==> src/rtl/cpr_pkg.sv <==
// Shared encodings for the coprocessor register read responder.
// Assumes phase and response codes are two bits wide on the CPU side.
package cpr_pkg;
    typedef enum logic [1:0] {
        PH_FIRST = 2'd0,
        PH_RETRY = 2'd1,
        PH_XFER  = 2'd2,
        PH_LAST  = 2'd3
    } phase_e;

    typedef enum logic [1:0] {
        RSP_NONE = 2'd0,
        RSP_BUSY = 2'd1,
        RSP_DONE = 2'd2
    } rsp_e;
endpackage

==> src/rtl/cpr_bank.sv <==
// Register bank: 2**IDX_W data registers with one load port and two
// combinational read ports. Assumes a single writer per cycle.
module cpr_bank #(
    parameter int DATA_W = 32,
    parameter int IDX_W  = 4
) (
    input  logic              clk,
    input  logic              rst_n,
    input  logic              wr_en,
    input  logic [IDX_W-1:0]  wr_idx,
    input  logic [DATA_W-1:0] wr_data,
    input  logic [IDX_W-1:0]  rd_idx_a,
    input  logic [IDX_W-1:0]  rd_idx_b,
    output logic [DATA_W-1:0] rd_data_a,
    output logic [DATA_W-1:0] rd_data_b
);
    localparam int NREG = 1 << IDX_W;

    logic [DATA_W-1:0] regs [NREG];

    for (genvar g = 0; g < NREG; g++) begin : g_reg
        // Hold one register; load it when its index is written.
        always_ff @(posedge clk) begin
            if (!rst_n) begin
                regs[g] <= '0;
            end else if (wr_en && (wr_idx == IDX_W'(g))) begin
                regs[g] <= wr_data;
            end
        end
    end

    // Present both read ports.
    always_comb begin
        rd_data_a = regs[rd_idx_a];
        rd_data_b = regs[rd_idx_b];
    end
endmodule

==> src/rtl/cpr_timebase.sv <==
// Free-running cycle counter and deadline register. pending is high while
// the counter is below the deadline. Assumes the counter does not wrap
// within the lifetime of a deadline.
module cpr_timebase #(
    parameter int TS_W = 32
) (
    input  logic            clk,
    input  logic            rst_n,
    input  logic            dl_we,
    input  logic [TS_W-1:0] dl_value,
    output logic [TS_W-1:0] now,
    output logic            pending
);
    logic [TS_W-1:0] now_q;
    logic [TS_W-1:0] deadline_q;

    // Advance the timebase every cycle.
    always_ff @(posedge clk) begin
        if (!rst_n) now_q <= '0;
        else        now_q <= now_q + TS_W'(1);
    end

    // Capture the deadline left by an earlier operation.
    always_ff @(posedge clk) begin
        if (!rst_n)     deadline_q <= '0;
        else if (dl_we) deadline_q <= dl_value;
    end

    // Compare the current time with the deadline.
    always_comb begin
        now     = now_q;
        pending = now_q < deadline_q;
    end

    AST_TIME_STEP: assert property (@(posedge clk) disable iff (!rst_n)
        rst_n |=> now_q == $past(now_q) + TS_W'(1));
    AST_DEADLINE_LOAD: assert property (@(posedge clk) disable iff (!rst_n)
        dl_we |=> deadline_q == $past(dl_value));
endmodule

==> src/rtl/cpr_stall.sv <==
// Decides, for each request, between busy and completion. It keeps a
// down-counter of the remaining busy responses and an armed flag for a
// stall in progress. Assumes the wait count is stable during a stall.
module cpr_stall #(
    parameter int WAIT_W = 8
) (
    input  logic              clk,
    input  logic              rst_n,
    input  logic              req_valid,
    input  logic [1:0]        req_phase,
    input  logic              dl_pending,
    input  logic [WAIT_W-1:0] wait_cycles,
    output logic              finish,
    output logic              busy
);
    import cpr_pkg::*;

    logic [WAIT_W-1:0] cnt_q;
    logic              armed_q;
    logic              opener;
    logic              evaluate;
    logic              start;
    logic              load;

    // Classify the request and decide its outcome.
    always_comb begin
        opener   = (req_phase == PH_FIRST) || ((req_phase == PH_RETRY) && !armed_q);
        evaluate = req_valid && !dl_pending;
        start    = evaluate && opener;
        load     = start && (wait_cycles != '0);
        finish   = evaluate &&
                   ((start && (wait_cycles == '0)) ||
                    ((req_phase == PH_RETRY) && armed_q && (cnt_q == '0)));
        busy     = req_valid && !finish;
    end

    // Track the remaining stall length and whether a stall is armed.
    always_ff @(posedge clk) begin
        if (!rst_n) begin
            cnt_q   <= '0;
            armed_q <= 1'b0;
        end else if (load) begin
            cnt_q   <= wait_cycles - WAIT_W'(1);
            armed_q <= 1'b1;
        end else if (finish) begin
            cnt_q   <= '0;
            armed_q <= 1'b0;
        end else if (cnt_q != '0) begin
            cnt_q   <= cnt_q - WAIT_W'(1);
        end
    end

    AST_ARMED_CNT: assert property (@(posedge clk) disable iff (!rst_n)
        (cnt_q != '0) |-> armed_q);
    AST_CNT_STEP: assert property (@(posedge clk) disable iff (!rst_n)
        ((cnt_q != '0) && !load && !finish) |=> cnt_q == $past(cnt_q) - WAIT_W'(1));
    AST_NO_FINISH_PENDING: assert property (@(posedge clk) disable iff (!rst_n)
        dl_pending |-> !finish);
endmodule

==> src/rtl/cpr_read_unit.sv <==
// Top of the coprocessor register read responder. It takes the register
// index from the instruction word, reads one or two bank registers and
// registers a none/busy/done response for the next cycle. Stalls come
// from the wait-count logic and from the timebase deadline.
module cpr_read_unit #(
    parameter int DATA_W  = 32,
    parameter int IDX_W   = 4,
    parameter int TS_W    = 32,
    parameter int WAIT_W  = 8,
    parameter int INSTR_W = 32,
    parameter int IDX_LSB = 16
) (
    input  logic               clk,
    input  logic               rst_n,
    input  logic               bank_we,
    input  logic [IDX_W-1:0]   bank_waddr,
    input  logic [DATA_W-1:0]  bank_wdata,
    input  logic               dl_we,
    input  logic [TS_W-1:0]    dl_value,
    input  logic [WAIT_W-1:0]  wait_cycles,
    input  logic               req_valid,
    input  logic [1:0]         req_phase,
    input  logic               req_dual,
    input  logic [INSTR_W-1:0] req_instr,
    output logic [1:0]         rsp_code,
    output logic [DATA_W-1:0]  rsp_data0,
    output logic [DATA_W-1:0]  rsp_data1,
    output logic [TS_W-1:0]    cycle_now
);
    import cpr_pkg::*;

    localparam logic [INSTR_W-1:0] IDX_MASK = INSTR_W'((1 << IDX_W) - 1) << IDX_LSB;

    logic [IDX_W-1:0]  idx_a;
    logic [IDX_W-1:0]  idx_b;
    logic [DATA_W-1:0] val_a;
    logic [DATA_W-1:0] val_b;
    logic              dl_pending;
    logic              finish;
    logic              busy;
    logic              instr_unused;
    logic [1:0]        code_q;
    logic [DATA_W-1:0] d0_q;
    logic [DATA_W-1:0] d1_q;

    // Extract the source index and its wrapped successor.
    always_comb begin
        idx_a        = req_instr[IDX_LSB +: IDX_W];
        idx_b        = idx_a + IDX_W'(1);
        instr_unused = ^(req_instr & ~IDX_MASK);
    end

    cpr_bank #(.DATA_W(DATA_W), .IDX_W(IDX_W)) u_bank (
        .clk       (clk),
        .rst_n     (rst_n),
        .wr_en     (bank_we),
        .wr_idx    (bank_waddr),
        .wr_data   (bank_wdata),
        .rd_idx_a  (idx_a),
        .rd_idx_b  (idx_b),
        .rd_data_a (val_a),
        .rd_data_b (val_b)
    );

    cpr_timebase #(.TS_W(TS_W)) u_time (
        .clk      (clk),
        .rst_n    (rst_n),
        .dl_we    (dl_we),
        .dl_value (dl_value),
        .now      (cycle_now),
        .pending  (dl_pending)
    );

    cpr_stall #(.WAIT_W(WAIT_W)) u_stall (
        .clk         (clk),
        .rst_n       (rst_n),
        .req_valid   (req_valid),
        .req_phase   (req_phase),
        .dl_pending  (dl_pending),
        .wait_cycles (wait_cycles),
        .finish      (finish),
        .busy        (busy)
    );

    // Register the response code and data for the next cycle.
    always_ff @(posedge clk) begin
        if (!rst_n) begin
            code_q <= RSP_NONE;
            d0_q   <= '0;
            d1_q   <= '0;
        end else if (finish) begin
            code_q <= RSP_DONE;
            d0_q   <= val_a;
            d1_q   <= req_dual ? val_b : '0;
        end else begin
            code_q <= busy ? RSP_BUSY : RSP_NONE;
            d0_q   <= '0;
            d1_q   <= '0;
        end
    end

    // Drive the response ports.
    always_comb begin
        rsp_code  = code_q;
        rsp_data0 = d0_q;
        rsp_data1 = d1_q;
    end

    AST_IDLE_NONE: assert property (@(posedge clk) disable iff (!rst_n)
        !req_valid |=> rsp_code == RSP_NONE);
    AST_CODE_LEGAL: assert property (@(posedge clk) disable iff (!rst_n)
        rsp_code != 2'd3);
    AST_DATA_QUIET: assert property (@(posedge clk) disable iff (!rst_n)
        (rsp_code != RSP_DONE) |-> ((rsp_data0 == '0) && (rsp_data1 == '0)));
    AST_OTHER_BUSY: assert property (@(posedge clk) disable iff (!rst_n)
        (req_valid && req_phase[1]) |=> rsp_code == RSP_BUSY);
    AST_DONE_FREE: assert property (@(posedge clk) disable iff (!rst_n)
        (rsp_code == RSP_DONE) |-> !$past(dl_pending));
endmodule

==> config.mk <==
export PLATFORM = sky130hd
export DESIGN_NAME = cpr_read_unit
export DESIGN_NICKNAME = d
export VERILOG_FILES = /design/src/rtl/cpr_pkg.sv /design/src/rtl/cpr_bank.sv /design/src/rtl/cpr_timebase.sv /design/src/rtl/cpr_stall.sv /design/src/rtl/cpr_read_unit.sv
export SDC_FILE = /design/constraint.sdc
export NUM_CORES = 1
export LEC_CHECK = 0
export BUFFER_PORTS_ARGS = -buffer_cell sky130_fd_sc_hd__buf_4
export CAP_MARGIN = 40
export CORE_ASPECT_RATIO = 0.9
export CORE_MARGIN = 8
export CORE_UTILIZATION = 55
export CTS_CLUSTER_DIAMETER = 30
export CTS_CLUSTER_SIZE = 30
export DETAILED_ROUTE_END_ITERATION = 8
export HOLD_SLACK_MARGIN = 0.1
export PLACE_DENSITY = 0.75
export SLEW_MARGIN = 20
export SYNTH_ARGS = -nofsm -noshare
export SYNTH_HDL_FRONTEND = slang
export SYNTH_SLANG_ARGS = --single-unit
==> constraint.sdc <==
create_clock -name clk -period 5.3 [get_ports clk]
set_input_delay 1.59 -clock clk [delete_from_list [all_inputs] [get_ports clk]]
set_output_delay 1.59 -clock clk [all_outputs]
set_load 0.02 [all_outputs]
==> impl_metrics.yaml, run 1 <==
global_route:
  grt_usage_pct: 27.7
  grt_pass1_vias: 23300
  antenna_found_initial: 5
  grt_max_degree: 98
  grt-ovfl-total: 0
  grt_first_pass_wirelength_mm: 141
die:
  row_count: 85
  die_y_um: 249
  start_util_pct: 55.4
  ioPinCount: 214
  core_area_um2: 59700
  dieArea_um2: 68200
  die_w_um: 274
worst_setup_path:
  rr_worst_depth: 9
  crit_family: "compound AO/OA/AOI/OAI gates"
  critical_path_required_ns: 5.91
  regToRegEndpoint: "rsp_data1[15]"
  end_kind: "flop"
  path_buf_inv: 1
  critPathMaxFanout: 18
  worstPathCellList: "ha_1, nand2_1, nor4_1, o311ai_0, a21oi_1, o21a_1, nand4_4, buf_4, a211oi_2"
  path_class: "reg2reg"
  r2r-start: "u_time.now[13]"
  rrSetupSlack_ns: 1.20
  cpMaxStageDelayCell: "nand4_4"
  slowest_delay_ns: 0.63
  cp-start-kind: "flop"
  cp_data_arrival_time_ns: 4.71
route:
  drt-initial-drc-count: 2607
  drc_errors: 0
  dr_total_vias: 22500
  wl_mm: 95.5
  first_pass_iters: 5
  wire_per_inst_um: 27.1
  via_per_inst: 6.38
  ant_nets: 0
timing:
  slew_viol_final: 0
  skew_ns: 0.0302
  relSlewSlack_pct: 42.7
  hold_viol: 0
  fin_crit_ns: 4.10
  fmax_mhz: 244
  tightest_slew_ns: 0.857
  rsz0062_at_grt: "no"
  finalSetupTns_ns: 0
  setup_viol: 0
  fin_crit_sh_pct: 77.4
layout:
  layout_common_cells: "541 x and2_1, 512 x edfxtp_1, 237 x buf_4"
  n_fill_cell: 4055
  drive_gt1_share_pct: 28.7
  layout_commonest_cell: "and2_1"
  stdcell_count: 3523
  area_delta_synth_final_pct: 22.0
  nets: 2775
synth:
  synthesis.nets: 2581
  synthCells: 2429
  synth_area_um2: 33000
  ys_seq_elements: 651
  yosysWarnings: 0
  synth-seq-area-share_pct: 55.0
  avgSynthCellArea_um2: 13.6
  synth_top_flop_cell: "edfxtp_1"
  ys_types: 54
  synth_edf_count: 512
  async_flop_share_pct: 0
clock_network:
  ctsHoldBuffers: 0
  tritoncts: "yes"
  cts-root-buf: "clkbuf_16"
  clkTransAtPathRegs_ns: 0.05
  cts.sinks: 651
  h-tree-depth: 4
  cts_buffer_depth: 3
  cts-buffers-inserted: 137
  cts.repair.resized: 0
  cts_setup_buffers: 0
  clk_latency_ns: 0.71
power_and_ir_drop:
  peakVddDrop_mv: 0.327
  p_int_mw: 12.2
  seqPwrFrac_pct: 37.3
  power_frac_comb_pct: 9.8
  swShare_pct: 23.8
  leakage_nw: 15.1
  clockPowerShare_pct: 52.9
  p_sw_mw: 3.82
  p_per_area_nw_per_um2: 398
placement:
  dp_hpwl_mm: 54.8
  dpl.cell_count: 3263
  place_congestion: 0.826
  io_buffer_count: 185
job:
  max_cap_violations: 0
outcome:
  status: "finished, final reports clean"
min_path:
  hold_path.class: "reg2reg"
  min_from: "u_time.now[0]"
  min_path_cells: 1
  hold_end: "u_time.now[0]"
## worst max-delay path by stage
stage / from / endpoint / depth (start not counted)
after detailed placement: wait_cycles[2] / rsp_data1[15] / 7
final: u_time.now[13] / rsp_data1[15] / 9
after global routing: u_time.now[15] / rsp_data1[15] / 9
after CTS: u_time.now[15] / rsp_data1[15] / 9
after floorplan: bank_waddr[2] / u_bank.regs[0][0] / 2
after global placement: wait_cycles[2] / rsp_data1[16] / 7
## per-layer routing
layer  vias to the layer above  track usage, %  routed length [um]
met5                         -               0                  31
met4                         6            12.2                3340
met3                       244            8.39               11000
met2                      1415            43.8               45400
met1                     11300            35.0               35700
li1                       9533               -                   -
## power groups by stage
stage	Sequential [mW]	Clock, mW	Combinational, mW
final	5.98	8.48	1.57
after floorplan	6.01	0	1.09
after CTS	5.97	8.54	1.55
after detailed placement	6.06	0	1.54
after global placement	6.02	0	1.49
after global routing	6.00	8.78	1.68
## cells in the mapped netlist, types with 33 or more instances
master	n	area (um2)
inv_1	38	143
a221oi_1	33	289
o21ai_0	89	445
mux2i_1	162	1620
nor2_1	34	128
nand2_1	39	146
nor2b_1	70	438
buf_2	43	215
edfxtp_1	512	15400
dfxtp_1	139	2780
a21oi_1	87	435
and2_1	542	3390
clkbuf_1	144	541
ha_1	36	450
a211oi_1	36	270
mux4_2	192	4320
## worst reg2reg max path, cell delays in order, from the launching register on
cell	delay (ns)
dfxtp_1	0.38
ha_1	0.34
nand2_1	0.07
nor4_1	0.46
o311ai_0	0.36
a21oi_1	0.40
o21a_1	0.58
nand4_4	0.64
buf_4	0.53
a211oi_2	0.27
## through the flow
| stage | power, mW | hold slack (ns) | util, % | setup WS [ns] | cell area (um2) |
|---|---|---|---|---|---|
| after global routing | 16.5 | 0.532 | 67.5 | 0.962 | 40300 |
| after detailed placement | 7.59 | 0.485 | 59.6 | 1.20 | 35500 |
| final | 16.0 | 0.496 | 67.5 | 1.20 | 40300 |
| after CTS | 16.1 | 0.495 | 67.4 | 1.24 | 40200 |
| after floorplan | 7.11 | 0.474 | - | 0.437 | 33000 |
| after global placement | 7.51 | 0.472 | 59.5 | 1.25 | 35500 |
## state kept, by name (all words and copies together) (netlist names)
signal / flops
rsp_data1: 32
u_stall.armed_q: 1
u_time.now: 32
rsp_code: 2
rsp_data0: 32
u_bank.regs: 512
u_stall.cnt_q: 8
u_time.deadline_q: 32
## kinds of logic after synthesis
| group | count (synthesis) | share of synthesized area [%] |
|---|---|---|
| simple gates | 749 | 13.7 |
| flops | 651 | 55.0 |
| mux | 386 | 19.1 |
| compound gates | 325 | 6.67 |
| buf+inv | 241 | 3.07 |
| xor+xnor | 41 | 1.11 |
| fa+ha+maj | 36 | 1.36 |
## final cells by class
| type | count | area, um2 | area share [%] |
|---|---|---|---|
| clock inverter | 95 | 978 | 2.43 |
| antenna | 3 | 7.51 | 0.0186 |
| clock buffer | 158 | 3670 | 9.12 |
| tap | 783 | 980 | 2.43 |
| inverter | 38 | 143 | 0.354 |
| timing repair buffer | 258 | 2220 | 5.51 |
| sequential | 651 | 18200 | 45.1 |
| multi-input combinational | 1537 | 14100 | 35.1 |
(Power assumes the default switching activity.)
==> run 2: changes to the inputs <==
--- a/config.mk
+++ b/config.mk
@@ -14,7 +14,7 @@
 export CTS_CLUSTER_SIZE = 30
 export DETAILED_ROUTE_END_ITERATION = 8
 export HOLD_SLACK_MARGIN = 0.1
-export PLACE_DENSITY = 0.75
+export PLACE_DENSITY = 0.78
 export SLEW_MARGIN = 20
 export SYNTH_ARGS = -nofsm -noshare
 export SYNTH_HDL_FRONTEND = slang
==> constraint.sdc (replaced) <==
create_clock -name clk -period 3.3 [get_ports clk]
set_input_delay 0.99 -clock clk [delete_from_list [all_inputs] [get_ports clk]]
set_output_delay 0.99 -clock clk [all_outputs]
set_load 0.02 [all_outputs]
==> run 2 against run 1 <==
Net effect:
- combinational power up 62%
- register-to-register slack worse by 0.68 ns
- sequential share of layout area down 0.098 points
==> impl_metrics.yaml, run 2 (same netlist as run 1, synthesis figures left out) <==
layout:
  largest_register_ffs: 512
  layout_commonest_cell: "and2_1"
  stdcell_area_um2: 40400
  nets: 2796
  area_delta_synth_final_pct: 22.2
  stdcell_count: 3545
  top_register: "u_bank.regs"
  drive_gt1_share_pct: 28.8
  layout_common_cells: "541 x and2_1, 512 x edfxtp_1, 257 x buf_4"
clock_network:
  clk_latency_ns: 0.72
  clkTransAtPathRegs_ns: 0.05
  cts_buffer_depth: 3
  cts-buffers-inserted: 134
  ctsHoldBuffers: 0
  h-tree-depth: 4
  cts-root-buf: "clkbuf_16"
  cts.sinks: 651
  cts.repair.resized: 0
  cts_setup_buffers: 0
  tritoncts: "yes"
global_route:
  antenna_found_initial: 11
  grt_max_degree: 88
  grt-ovfl-total: 0
  grt_first_pass_wirelength_mm: 140
  grt_usage_pct: 27.4
  grt_pass1_vias: 23500
route:
  ant_nets: 0
  first_pass_iters: 8
  drt-initial-drc-count: 2479
  drc_errors: 0
  dr_total_vias: 22500
  via_per_inst: 6.34
  wire_per_inst_um: 26.5
  wl_mm: 94.0
die:
  core_area_um2: 59700
  die_w_um: 274
  die_y_um: 249
  row_count: 85
  ioPinCount: 214
  start_util_pct: 55.4
  dieArea_um2: 68200
timing:
  skew_ns: 0.0284
  fin_crit_ns: 2.78
  holdWs_ns: 0.515
  setup_viol: 0
  slew_viol_final: 0
  fin_crit_sh_pct: 84.2
  relSlewSlack_pct: 49.5
  finalSetupTns_ns: 0
  rsz0062_at_grt: "no"
  fmax_mhz: 360
  tightest_slew_ns: 0.751
  hold_viol: 0
outcome:
  status: "finished, final reports clean"
power_and_ir_drop:
  p_per_area_nw_per_um2: 632
  peakVddDrop_mv: 0.517
  leakage_nw: 15.1
placement:
  dpl-instance-area_um2: 35800
  place_congestion: 0.860
  io_buffer_count: 185
  dp_hpwl_mm: 55.8
  dpl.cell_count: 3290
worst_setup_path:
  cp_data_arrival_time_ns: 3.36
  critical_path_required_ns: 3.88
  critPathMaxFanout: 33
  cp-start-kind: "flop"
  end_kind: "flop"
  path_class: "reg2reg"
job:
  max_cap_violations: 0
min_path:
  hold_path.class: "reg2reg"
-- run 2: area by class of cell --
cell class | instances | area (um2)
antenna | 6 | 15.0
timing repair buffer | 282 | 2430
multi-input combinational | 1537 | 14100
sequential | 651 | 18200
tap | 783 | 980
clock buffer | 167 | 3560
inverter | 38 | 143
fill | 3926 | 19300
clock inverter | 81 | 962
-- run 2: where the power goes --
group	total (mW)	switching (mW)	internal (mW)	leakage, nW
Combinational	2.55	1.37	1.18	6.90
Clock	13.4	4.50	8.86	2.19
Sequential	9.59	0.261	9.33	6.03
-- run 2: critical path, cell delays in order (launching register included) --
cell,delay (ns)
dfxtp_1,0.38
ha_1,0.34
nand2_1,0.07
nor4_1,0.27
buf_4,0.17
o311ai_0,0.21
a21oi_1,0.27
o21a_1,0.26
nand3_2,0.14
buf_12,0.24
a21oi_1,0.30
-- run 2: per-layer routing --
metal / up-vias / global-route usage, % / share of wire (%)
met5: - / 0 / 0.055
met4: 8 / 13.5 / 4.2
met3: 278 / 8.18 / 11
met2: 1336 / 43.7 / 48
met1: 11300 / 33.9 / 36
li1: 9591 / - / -
-- run 2: stage by stage --
step,utilization (%),setup slack [ns],total power [mW]
floorplan,-,-0.701,11.4
global placement,60.0,0.177,12.1
detailed placement,60.0,0.159,12.2
CTS,67.6,0.530,25.6
global route,67.7,0.364,26.2
finish,67.7,0.521,25.5
-- run 2: worst paths after layout --
kind / slack, ns / cells past startpoint / to / start
setup / recovery: 0.52 / 10 / rsp_data0[0] / u_time.now[13]
hold / removal: 0.52 / 1 / u_time.now[0] / u_time.now[0]
setup reg to reg: 0.52 / 10 / rsp_data0[0] / u_time.now[13]
hold reg to reg: 0.52 / 1 / u_time.now[0] / u_time.now[0]
